--- src/rtl/feac_pkg.sv ---
package feac_pkg;
  localparam int CODE_W   = 6;
  localparam int ONES_W   = 8;
  localparam int CW_W     = CODE_W + 2 + ONES_W;
  localparam int REPEATS  = 10;
  localparam int DATA_W   = 8;
  localparam int ADDR_W   = 2;

  typedef enum logic [ADDR_W-1:0] {
    REG_CODE = 2'd0,
    REG_CTRL = 2'd1,
    REG_STAT = 2'd2
  } reg_addr_t;

  localparam int CTRL_EN_BIT    = 0;
  localparam int CTRL_START_BIT = 1;
endpackage

--- src/rtl/feac_host_regs.sv ---
module feac_host_regs
  import feac_pkg::*;
#(
  parameter int CODE_WIDTH = CODE_W,
  parameter int DWIDTH     = DATA_W,
  parameter int AWIDTH     = ADDR_W
) (
  input  logic              clk,
  input  logic              rst,
  input  logic              wr_en,
  input  logic              rd_en,
  input  logic [AWIDTH-1:0] addr,
  input  logic [DWIDTH-1:0] wr_data,
  output logic [DWIDTH-1:0] rd_data,
  input  logic              done_i,
  output logic [CODE_WIDTH-1:0] code_o,
  output logic              enable_o,
  output logic              start_o,
  output logic              irq_o
);
  logic sel_code, sel_ctrl, sel_stat;
  assign sel_code = (addr == AWIDTH'(REG_CODE));
  assign sel_ctrl = (addr == AWIDTH'(REG_CTRL));
  assign sel_stat = (addr == AWIDTH'(REG_STAT));

  logic unused_wdata;
  assign unused_wdata = ^wr_data;

  always_ff @(posedge clk) begin
    if (rst) begin
      code_o   <= '0;
      enable_o <= 1'b0;
      start_o  <= 1'b0;
    end else begin
      start_o <= wr_en && sel_ctrl && wr_data[CTRL_START_BIT];
      if (wr_en && sel_code) code_o   <= wr_data[CODE_WIDTH-1:0];
      if (wr_en && sel_ctrl) enable_o <= wr_data[CTRL_EN_BIT];
    end
  end

  // sticky completion flag; a new completion wins over a clearing read
  always_ff @(posedge clk) begin
    if (rst) begin
      irq_o <= 1'b0;
    end else if (done_i) begin
      irq_o <= 1'b1;
    end else if (rd_en && sel_stat) begin
      irq_o <= 1'b0;
    end
  end

  always_ff @(posedge clk) begin
    if (rst) begin
      rd_data <= '0;
    end else if (rd_en) begin
      if (sel_code)      rd_data <= DWIDTH'(code_o);
      else if (sel_ctrl) rd_data <= DWIDTH'(enable_o);
      else if (sel_stat) rd_data <= DWIDTH'(irq_o);
      else               rd_data <= '0;
    end
  end

  p_irq_set_r7: assert property (@(posedge clk) disable iff (rst)
    done_i |=> irq_o);
  p_irq_clear_r7: assert property (@(posedge clk) disable iff (rst)
    (rd_en && sel_stat && !done_i) |=> !irq_o);
endmodule

--- src/rtl/feac_codeword.sv ---
module feac_codeword
  import feac_pkg::*;
#(
  parameter int CODE_WIDTH = CODE_W,
  parameter int ONES_WIDTH = ONES_W,
  localparam int CWIDTH    = CODE_WIDTH + 2 + ONES_WIDTH
) (
  input  logic [CODE_WIDTH-1:0] code_i,
  output logic [CWIDTH-1:0]     cw_o
);
  // slot 0 first: zero, code LSB first, zero, then the ones run
  genvar g;
  generate
    for (g = 0; g < CWIDTH; g++) begin : g_slot
      if (g == 0 || g == CODE_WIDTH + 1) begin : g_zero
        assign cw_o[g] = 1'b0;
      end else if (g <= CODE_WIDTH) begin : g_code
        assign cw_o[g] = code_i[g-1];
      end else begin : g_one
        assign cw_o[g] = 1'b1;
      end
    end
  endgenerate
endmodule

--- src/rtl/feac_serializer.sv ---
module feac_serializer
  import feac_pkg::*;
#(
  parameter int CODE_WIDTH = CODE_W,
  parameter int ONES_WIDTH = ONES_W,
  parameter int NREP       = REPEATS,
  localparam int CWIDTH    = CODE_WIDTH + 2 + ONES_WIDTH,
  localparam int IDX_W     = (CWIDTH > 1) ? $clog2(CWIDTH) : 1,
  localparam int REP_W     = (NREP > 1) ? $clog2(NREP) : 1
) (
  input  logic                  clk,
  input  logic                  rst,
  input  logic                  enable_i,
  input  logic                  start_i,
  input  logic [CODE_WIDTH-1:0] code_i,
  input  logic                  strobe_i,
  output logic                  bit_o,
  output logic                  done_o
);
  logic                  busy_q;
  logic [IDX_W-1:0]      idx_q;
  logic [REP_W-1:0]      rep_q;
  logic [CODE_WIDTH-1:0] code_q;
  logic [CWIDTH-1:0]     cw;

  feac_codeword #(.CODE_WIDTH(CODE_WIDTH), .ONES_WIDTH(ONES_WIDTH)) u_cw (
    .code_i (code_q),
    .cw_o   (cw)
  );

  logic last_slot, last_rep, accept;
  assign last_slot = (idx_q == IDX_W'(CWIDTH - 1));
  assign last_rep  = (rep_q == REP_W'(NREP - 1));
  assign accept    = enable_i && start_i && !busy_q;

  always_ff @(posedge clk) begin
    if (rst) begin
      busy_q <= 1'b0;
      idx_q  <= '0;
      rep_q  <= '0;
      code_q <= '0;
      bit_o  <= 1'b1;
      done_o <= 1'b0;
    end else begin
      done_o <= 1'b0;
      if (strobe_i) begin
        if (busy_q && enable_i) begin
          bit_o <= cw[idx_q];
          if (last_slot) begin
            idx_q <= '0;
            if (last_rep) begin
              rep_q  <= '0;
              busy_q <= 1'b0;
              done_o <= 1'b1;
            end else begin
              rep_q <= rep_q + 1'b1;
            end
          end else begin
            idx_q <= idx_q + 1'b1;
          end
        end else begin
          bit_o <= 1'b1;
        end
      end
      if (!enable_i) begin
        busy_q <= 1'b0;
        idx_q  <= '0;
        rep_q  <= '0;
      end else if (accept) begin
        busy_q <= 1'b1;
        idx_q  <= '0;
        rep_q  <= '0;
        code_q <= code_i;
      end
    end
  end

  p_idle_ones_r1: assert property (@(posedge clk) disable iff (rst)
    (strobe_i && !busy_q) |=> bit_o);
  p_hold_r5: assert property (@(posedge clk) disable iff (rst)
    !strobe_i |=> $stable(bit_o));
  p_rep_bound_r6: assert property (@(posedge clk) disable iff (rst)
    rep_q < REP_W'(NREP));
  p_done_idle_r6: assert property (@(posedge clk) disable iff (rst)
    done_o |-> (!busy_q && $past(busy_q)));
  p_code_held_r8: assert property (@(posedge clk) disable iff (rst)
    (busy_q && $past(busy_q)) |-> $stable(code_q));
  p_abort_r10: assert property (@(posedge clk) disable iff (rst)
    !enable_i |=> (!busy_q && !done_o));
endmodule

--- src/rtl/feac_tx.sv ---
module feac_tx
  import feac_pkg::*;
#(
  parameter int CODE_WIDTH = CODE_W,
  parameter int ONES_WIDTH = ONES_W,
  parameter int NREP       = REPEATS,
  parameter int DWIDTH     = DATA_W,
  parameter int AWIDTH     = ADDR_W
) (
  input  logic              clk,
  input  logic              rst,
  input  logic              wr_en,
  input  logic              rd_en,
  input  logic [AWIDTH-1:0] addr,
  input  logic [DWIDTH-1:0] wr_data,
  output logic [DWIDTH-1:0] rd_data,
  input  logic              frame_strobe,
  output logic              feac_bit,
  output logic              irq
);
  logic [CODE_WIDTH-1:0] code;
  logic enable, start, done;

  feac_host_regs #(.CODE_WIDTH(CODE_WIDTH), .DWIDTH(DWIDTH), .AWIDTH(AWIDTH)) u_regs (
    .clk      (clk),
    .rst      (rst),
    .wr_en    (wr_en),
    .rd_en    (rd_en),
    .addr     (addr),
    .wr_data  (wr_data),
    .rd_data  (rd_data),
    .done_i   (done),
    .code_o   (code),
    .enable_o (enable),
    .start_o  (start),
    .irq_o    (irq)
  );

  feac_serializer #(.CODE_WIDTH(CODE_WIDTH), .ONES_WIDTH(ONES_WIDTH), .NREP(NREP)) u_ser (
    .clk      (clk),
    .rst      (rst),
    .enable_i (enable),
    .start_i  (start),
    .code_i   (code),
    .strobe_i (frame_strobe),
    .bit_o    (feac_bit),
    .done_o   (done)
  );
endmodule

--- config.mk ---
export PLATFORM = sky130hd
export DESIGN_NAME = feac_tx
export DESIGN_NICKNAME = d
export VERILOG_FILES = /design/src/rtl/feac_pkg.sv /design/src/rtl/feac_host_regs.sv /design/src/rtl/feac_codeword.sv /design/src/rtl/feac_serializer.sv /design/src/rtl/feac_tx.sv
export SDC_FILE = /design/constraint.sdc
export NUM_CORES = 1
export LEC_CHECK = 0
export ABC_AREA = 1
export ABC_CLOCK_PERIOD_IN_PS = 2400
export BUFFER_PORTS_ARGS = -buffer_cell sky130_fd_sc_hd__buf_2
export CELL_PAD_IN_SITES_DETAIL_PLACEMENT = 1
export CELL_PAD_IN_SITES_GLOBAL_PLACEMENT = 1
export CORE_MARGIN = 2
export CORE_UTILIZATION = 35
export CTS_CLUSTER_DIAMETER = 80
export DETAILED_ROUTE_END_ITERATION = 16
export PLACE_DENSITY = 0.8
export SKIP_LAST_GASP = 1
export SLEW_MARGIN = 40
export SYNTH_ARGS = -nofsm -noshare
export SYNTH_HDL_FRONTEND = slang
export SYNTH_SLANG_ARGS = --single-unit
--- constraint.sdc ---
create_clock -name clk -period 2.4 [get_ports clk]
set_clock_uncertainty 0.05 [all_clocks]
set_input_delay 0.12 -clock clk [delete_from_list [all_inputs] [get_ports clk]]
set_output_delay 0.12 -clock clk [all_outputs]
set_load 0.01 [all_outputs]
* Word-level counts from Yosys, hierarchy flattened
Cells that the tools add are included.
** Cells by class
- Reduce and logical (&&, ||, !) cells :: 21
- Add/sub/neg operators :: 2
- Multiplexer cells :: 16
- $lt $le $gt $ge :: 1
- Bitwise logic cells :: 4
- Equality and inequality tests :: 4
** Operator list (number)
- 2-to-1 mux 8 bit :: 2
- 2-to-1 mux 1 bit :: 11
- nonzero test 2 bit :: 5
- adder 4 x 1 -> 4 bit, second input constant :: 2
- == test 4 bit, second input constant :: 2
- 2-to-1 mux 4 bit :: 2
- logical AND 1 bit :: 7
- < comparator 4 x 5 -> 1 bit, second input constant :: 1
- binary-select mux 1 bit (select 4 bit) :: 1
- NOT 1 bit :: 4
- AND reduction 2 bit :: 2
- AND reduction 4 bit :: 1
- OR reduction 4 bit :: 1
- AND reduction 3 bit :: 1
- OR reduction 3 bit :: 1
- == test 2 x 1 -> 1 bit, second input constant :: 1
- == test 2 bit, second input constant :: 1
- logical NOT 2 bit :: 1
- OR reduction 2 bit :: 1
- logical NOT 1 bit :: 1
** Word-level totals
- Output and inout port bits :: 10
- Input port bits :: 15
- Flip-flop bits (word level) :: 34
- Word-level logic and storage cells :: 59

* Longest topological paths before layout
- Depth in word-level cells :: 6
- Mapped depth :: 8
- Gate-level depth less buffers :: 8

* Cells and area by module
A second synthesis with hierarchy kept.
** Second synthesis, totals
- Cell total of the unflattened synthesis :: 237
- Area, all modules :: 1681.6 µm²
** By module, submodules not included
- feac_serializer :: times used 1, cells each 136, area an instance 914.6 µm², seq. area each 340.3 µm²
- feac_host_regs :: times used 1, cells each 83, area an instance 639.4 µm², seq. area each 300.3 µm²
- feac_codeword :: times used 1, cells each 18, area an instance 127.6 µm², seq. area each 0.0 µm²

* Least setup slack after synthesis
No wires, ideal clock.
- Kind :: register to register
- From :: reg u_ser.idx_q[0]
- To :: reg u_ser.rep_q[3]
- Clock period less this slack :: 1215 ps
- Path slack :: 1185 ps
- Stages on the path, launching flop included :: 7
- Buffers on the path :: 0
- Setup time :: 115 ps
- Data arrival time :: 1050 ps
- Required time :: 2235 ps
- Cell sequence :: dfxtp_1 ha_1 nand3_1 nor2_4 nand3_2 xor2_1 nor2_2
** Between the ends
- Word-level cells in the longest chain between the ends :: 2
** RTL lines
- start: declaration :: line feac_serializer.sv:21 : logic [IDX_W-1:0] idx_q;
- start signal: assignment :: line feac_serializer.sv:59 : idx_q <= idx_q + 1'b1;
- == test 4 bit :: line feac_serializer.sv:32 : assign last_slot = (idx_q == IDX_W'(CWIDTH - 1));
- AND reduction 3 bit (no line)
- end signal: assignment :: line feac_serializer.sv:56 : rep_q <= rep_q + 1'b1;
- end: declaration :: line feac_serializer.sv:22 : logic [REP_W-1:0] rep_q;
No other way between the ends.
A chain may end at the register's enable or synchronous reset.

* Worst setup path in the final report
- From :: in rst
- To :: reg u_ser.rep_q[2]
** Between the ends
- Word-level cells in the longest chain between the ends :: 1
** RTL lines
- start: declaration :: line feac_tx.sv:11 : input logic rst,
- OR reduction 3 bit (no line)
No other way between the ends.

==> metrics <==
PwrDens=approximately 670 mW/mm²; crit path cell chain=dlygate4sd3_1, buf_2, inv_1, buf_4, nand2_1, nor2_2, inv_1, nor3_1; Starting Density=0.366; R2R cell count=6; Overflow after GRT=0; nets@finish=between 200 and 250; Vias=1187; ANT nets after route=0; ANT cells=0; Syn Inst Count=180; Yosys cell types=23; unrepaired setup endpoints after global routing=no; status=finished clean; routability cong.=0.810; pin count of the biggest net entering global routing=23; final setup fails=0; area of the multi-input gates=approximately 600 µm²; Setup Crit Path Kind=in2reg; met2 wire length=~1400 µm; Worst Path Arrival=approximately 1.7 ns; WL met1=between 1000 and 1500 µm; Tot GR Track Use=0.163; CTS tree=done; Longest Clk Path Bufs=2; EDFF count, synth=0; Starting DRT DRC Count=16; Post-route DRC=0; die area=about 0.0044 mm²; fin crit share=0.633; Area Growth Syn to Fin=17.8%; TritonRoute pass-1 iters=4; drt total wl=a little under 3000 µm; clock sink count=32; vias in the first global route=around 1200; cell area after synthesis=0.00135 mm²; dominant synthesized flop cell=dfxtp_1; post-place instance area=about 0.0015 mm²; Crit. End Element=flop; initial antenna violation count=0; H-tree Lvls=2; finished layout cell area=0.00159 mm²; met3 wire len=125 µm; register area share after synthesis=0.475; Worst-path clk slew=~0.07 ns; Rows=22; crit path time final=around 1.5 ns; Seq cells post-synth=32; FMAX=~660 MHz; top sig layer=met4; Levels on crit path=8; Post-DP HPWL=between 2000 and 2500 µm; worst-path maximum fanout=22; Pleak=~0.64 nW; CTS Buf Count=5; Die Width=66.1 µm; CP Launch Type=input port; Syn Area/Cell=7.50 µm²; Hold Path Class=in2reg; WP buf/inv=5; delay-heaviest family, CP=buffers and inverters; final max-slew violation count=0; share of cells above drive strength 1=0.181; CP most frequent cell=inv_1; later-pin clock latency in the skew report=between 0.2 and 0.3 ns; maxcap violations=0; Filler cells=478; Hold Violations, Final=0; storage element area=641 µm²; vias per cell=~4.7; first-pass GRT wire length=roughly 5300 µm; Peak VDD IR=0.320 mV; boundary pin count=25; fin cells=252; max incr delay on CP=0.54 ns; Root Driver=clkbuf_8; r2r setup slk=between 1 and 1.5 ns; synth warn=0; Inst Count DP=approximately 240; I/O Buffers=20; setup_tns=0 ns; Die H=66.1 µm; share of async-settable or async-resettable flops after synthesis=0; Slowest-stage cell, CP=dlygate4sd3_1; Routed wire per std cell=11.8 µm; core area=roughly 0.0037 mm²; CP Data Required Time=around 2.6 ns; hold path cells=3
-- metal layers --
metal  vias to the layer above  global-route usage
met5                         -                   0
met4                         0              0.0893
li1                        623                   -
met2                        21               0.265
met1                       536               0.188
met3                         7              0.0528
-- report_power, final --
| part | total (mW) | switching, mW | internal, mW |
|---|---|---|---|
| Clock | 0.455 | 0.200 | 0.255 |
| Combinational | 0.0620 | 0.0377 | 0.0243 |
| Sequential | 0.551 | 0.00783 | 0.543 |
-- cell type report --
type	count	share of cell area
Clock buffer	7	0.0606
Inverter	20	0.0472
Multi-Input combinational cell	123	0.378
Sequential cell	32	0.403
Tap cell	48	0.0378
Timing Repair Buffer	22	0.0740
-- cell usage in the layout, fill, tap and decap left out --
cell type,Yosys,final
nand2_1,32,32
nand3_4,1,1
ha_1,1,1
a41oi_1,1,1
a211oi_1,1,1
o21ai_0,20,20
buf_2,0,20
nor3_1,3,3
inv_2,1,1
nor2_4,2,2
xor2_1,2,2
nand4_1,1,1
nor2_2,3,3
nand3_2,1,1
inv_1,19,19
dfxtp_1,32,32
nand3_1,11,11
a21oi_1,17,17
buf_4,2,1
clkbuf_8,0,7
nor2_1,24,24
dlygate4sd3_1,0,1
conb_1,1,2
or2_2,1,1
-- repair_timing --
item	in CTS	in global routing
gates resized for setup	0	0
setup buffers	0	0
hold endpoints to repair	2	0
hold buffers	1	0
-- final timing paths --
path,to,from
setup reg to reg,u_ser.busy_q$_SDFFE_PP0P_,u_ser.idx_q[0]$_SDFFE_PP0P_
setup / recovery,u_ser.rep_q[2]$_SDFFE_PP0P_,rst
hold / removal,u_regs.start_o$_SDFF_PP0_,wr_data[1]
hold reg to reg,u_regs.irq_o$_SDFFE_PP0P_,u_ser.done_o$_SDFF_PP0_
-- flip-flops by register name, summed over array words and instances, names as in the netlist --
signal           count
u_regs.code_o        6
u_ser.done_o         1
u_regs.irq_o         1
u_regs.enable_o      1
u_regs.start_o       1
u_ser.busy_q         1
u_ser.code_q         6
u_regs.rd_data       6
u_ser.rep_q          4
u_ser.bit_o          1
u_ser.idx_q          4
-- cells by family after synthesis --
kind of cell    Yosys count  share of synthesized area
simple gates             79                      0.268
compound gates           39                      0.149
flops                    32                      0.475
buf+inv                  26                     0.0834
xor+xnor                  2                     0.0130
fa+ha+maj                 1                    0.00927
other cells               1                    0.00278
-- Yosys cell counts, types with 2 or more instances --
cell | count | area, µm²
a21oi_1 | 17 | 85.1
buf_4 | 2 | 15.0
clkbuf_1 | 3 | 11.3
dfxtp_1 | 32 | 641
inv_1 | 19 | 71.3
nand2_1 | 32 | 120
nand3_1 | 11 | 55.1
nor2_1 | 24 | 90.1
nor2_2 | 3 | 18.8
nor2_4 | 2 | 22.5
nor3_1 | 3 | 15.0
o21ai_0 | 20 | 100
xor2_1 | 2 | 17.5
-- through the flow --
stage | power [mW] | setup WS (ns) | util | hold slack, ns
after floorplan | 0.598 | 1.18 | - | 0.142
after global placement | 0.622 | 1.05 | 0.402 | 0.264
after detailed placement | 0.624 | 1.01 | 0.402 | 0.268
after CTS | 1.08 | 0.863 | 0.431 | 0.0221
after global routing | 1.11 | 0.713 | 0.431 | 0.0301
final | 1.07 | 0.881 | 0.431 | 0.0307
-- worst register-to-register path, cell delays in order, from the launching register on --
cell	delay (ns)
dfxtp_1	0.42
ha_1	0.19
nand3_1	0.12
nor2_4	0.17
nand4_1	0.17
nand2_1	0.10
a21oi_1	0.06
No activity file was read; power rests on OpenSTA's default activity.
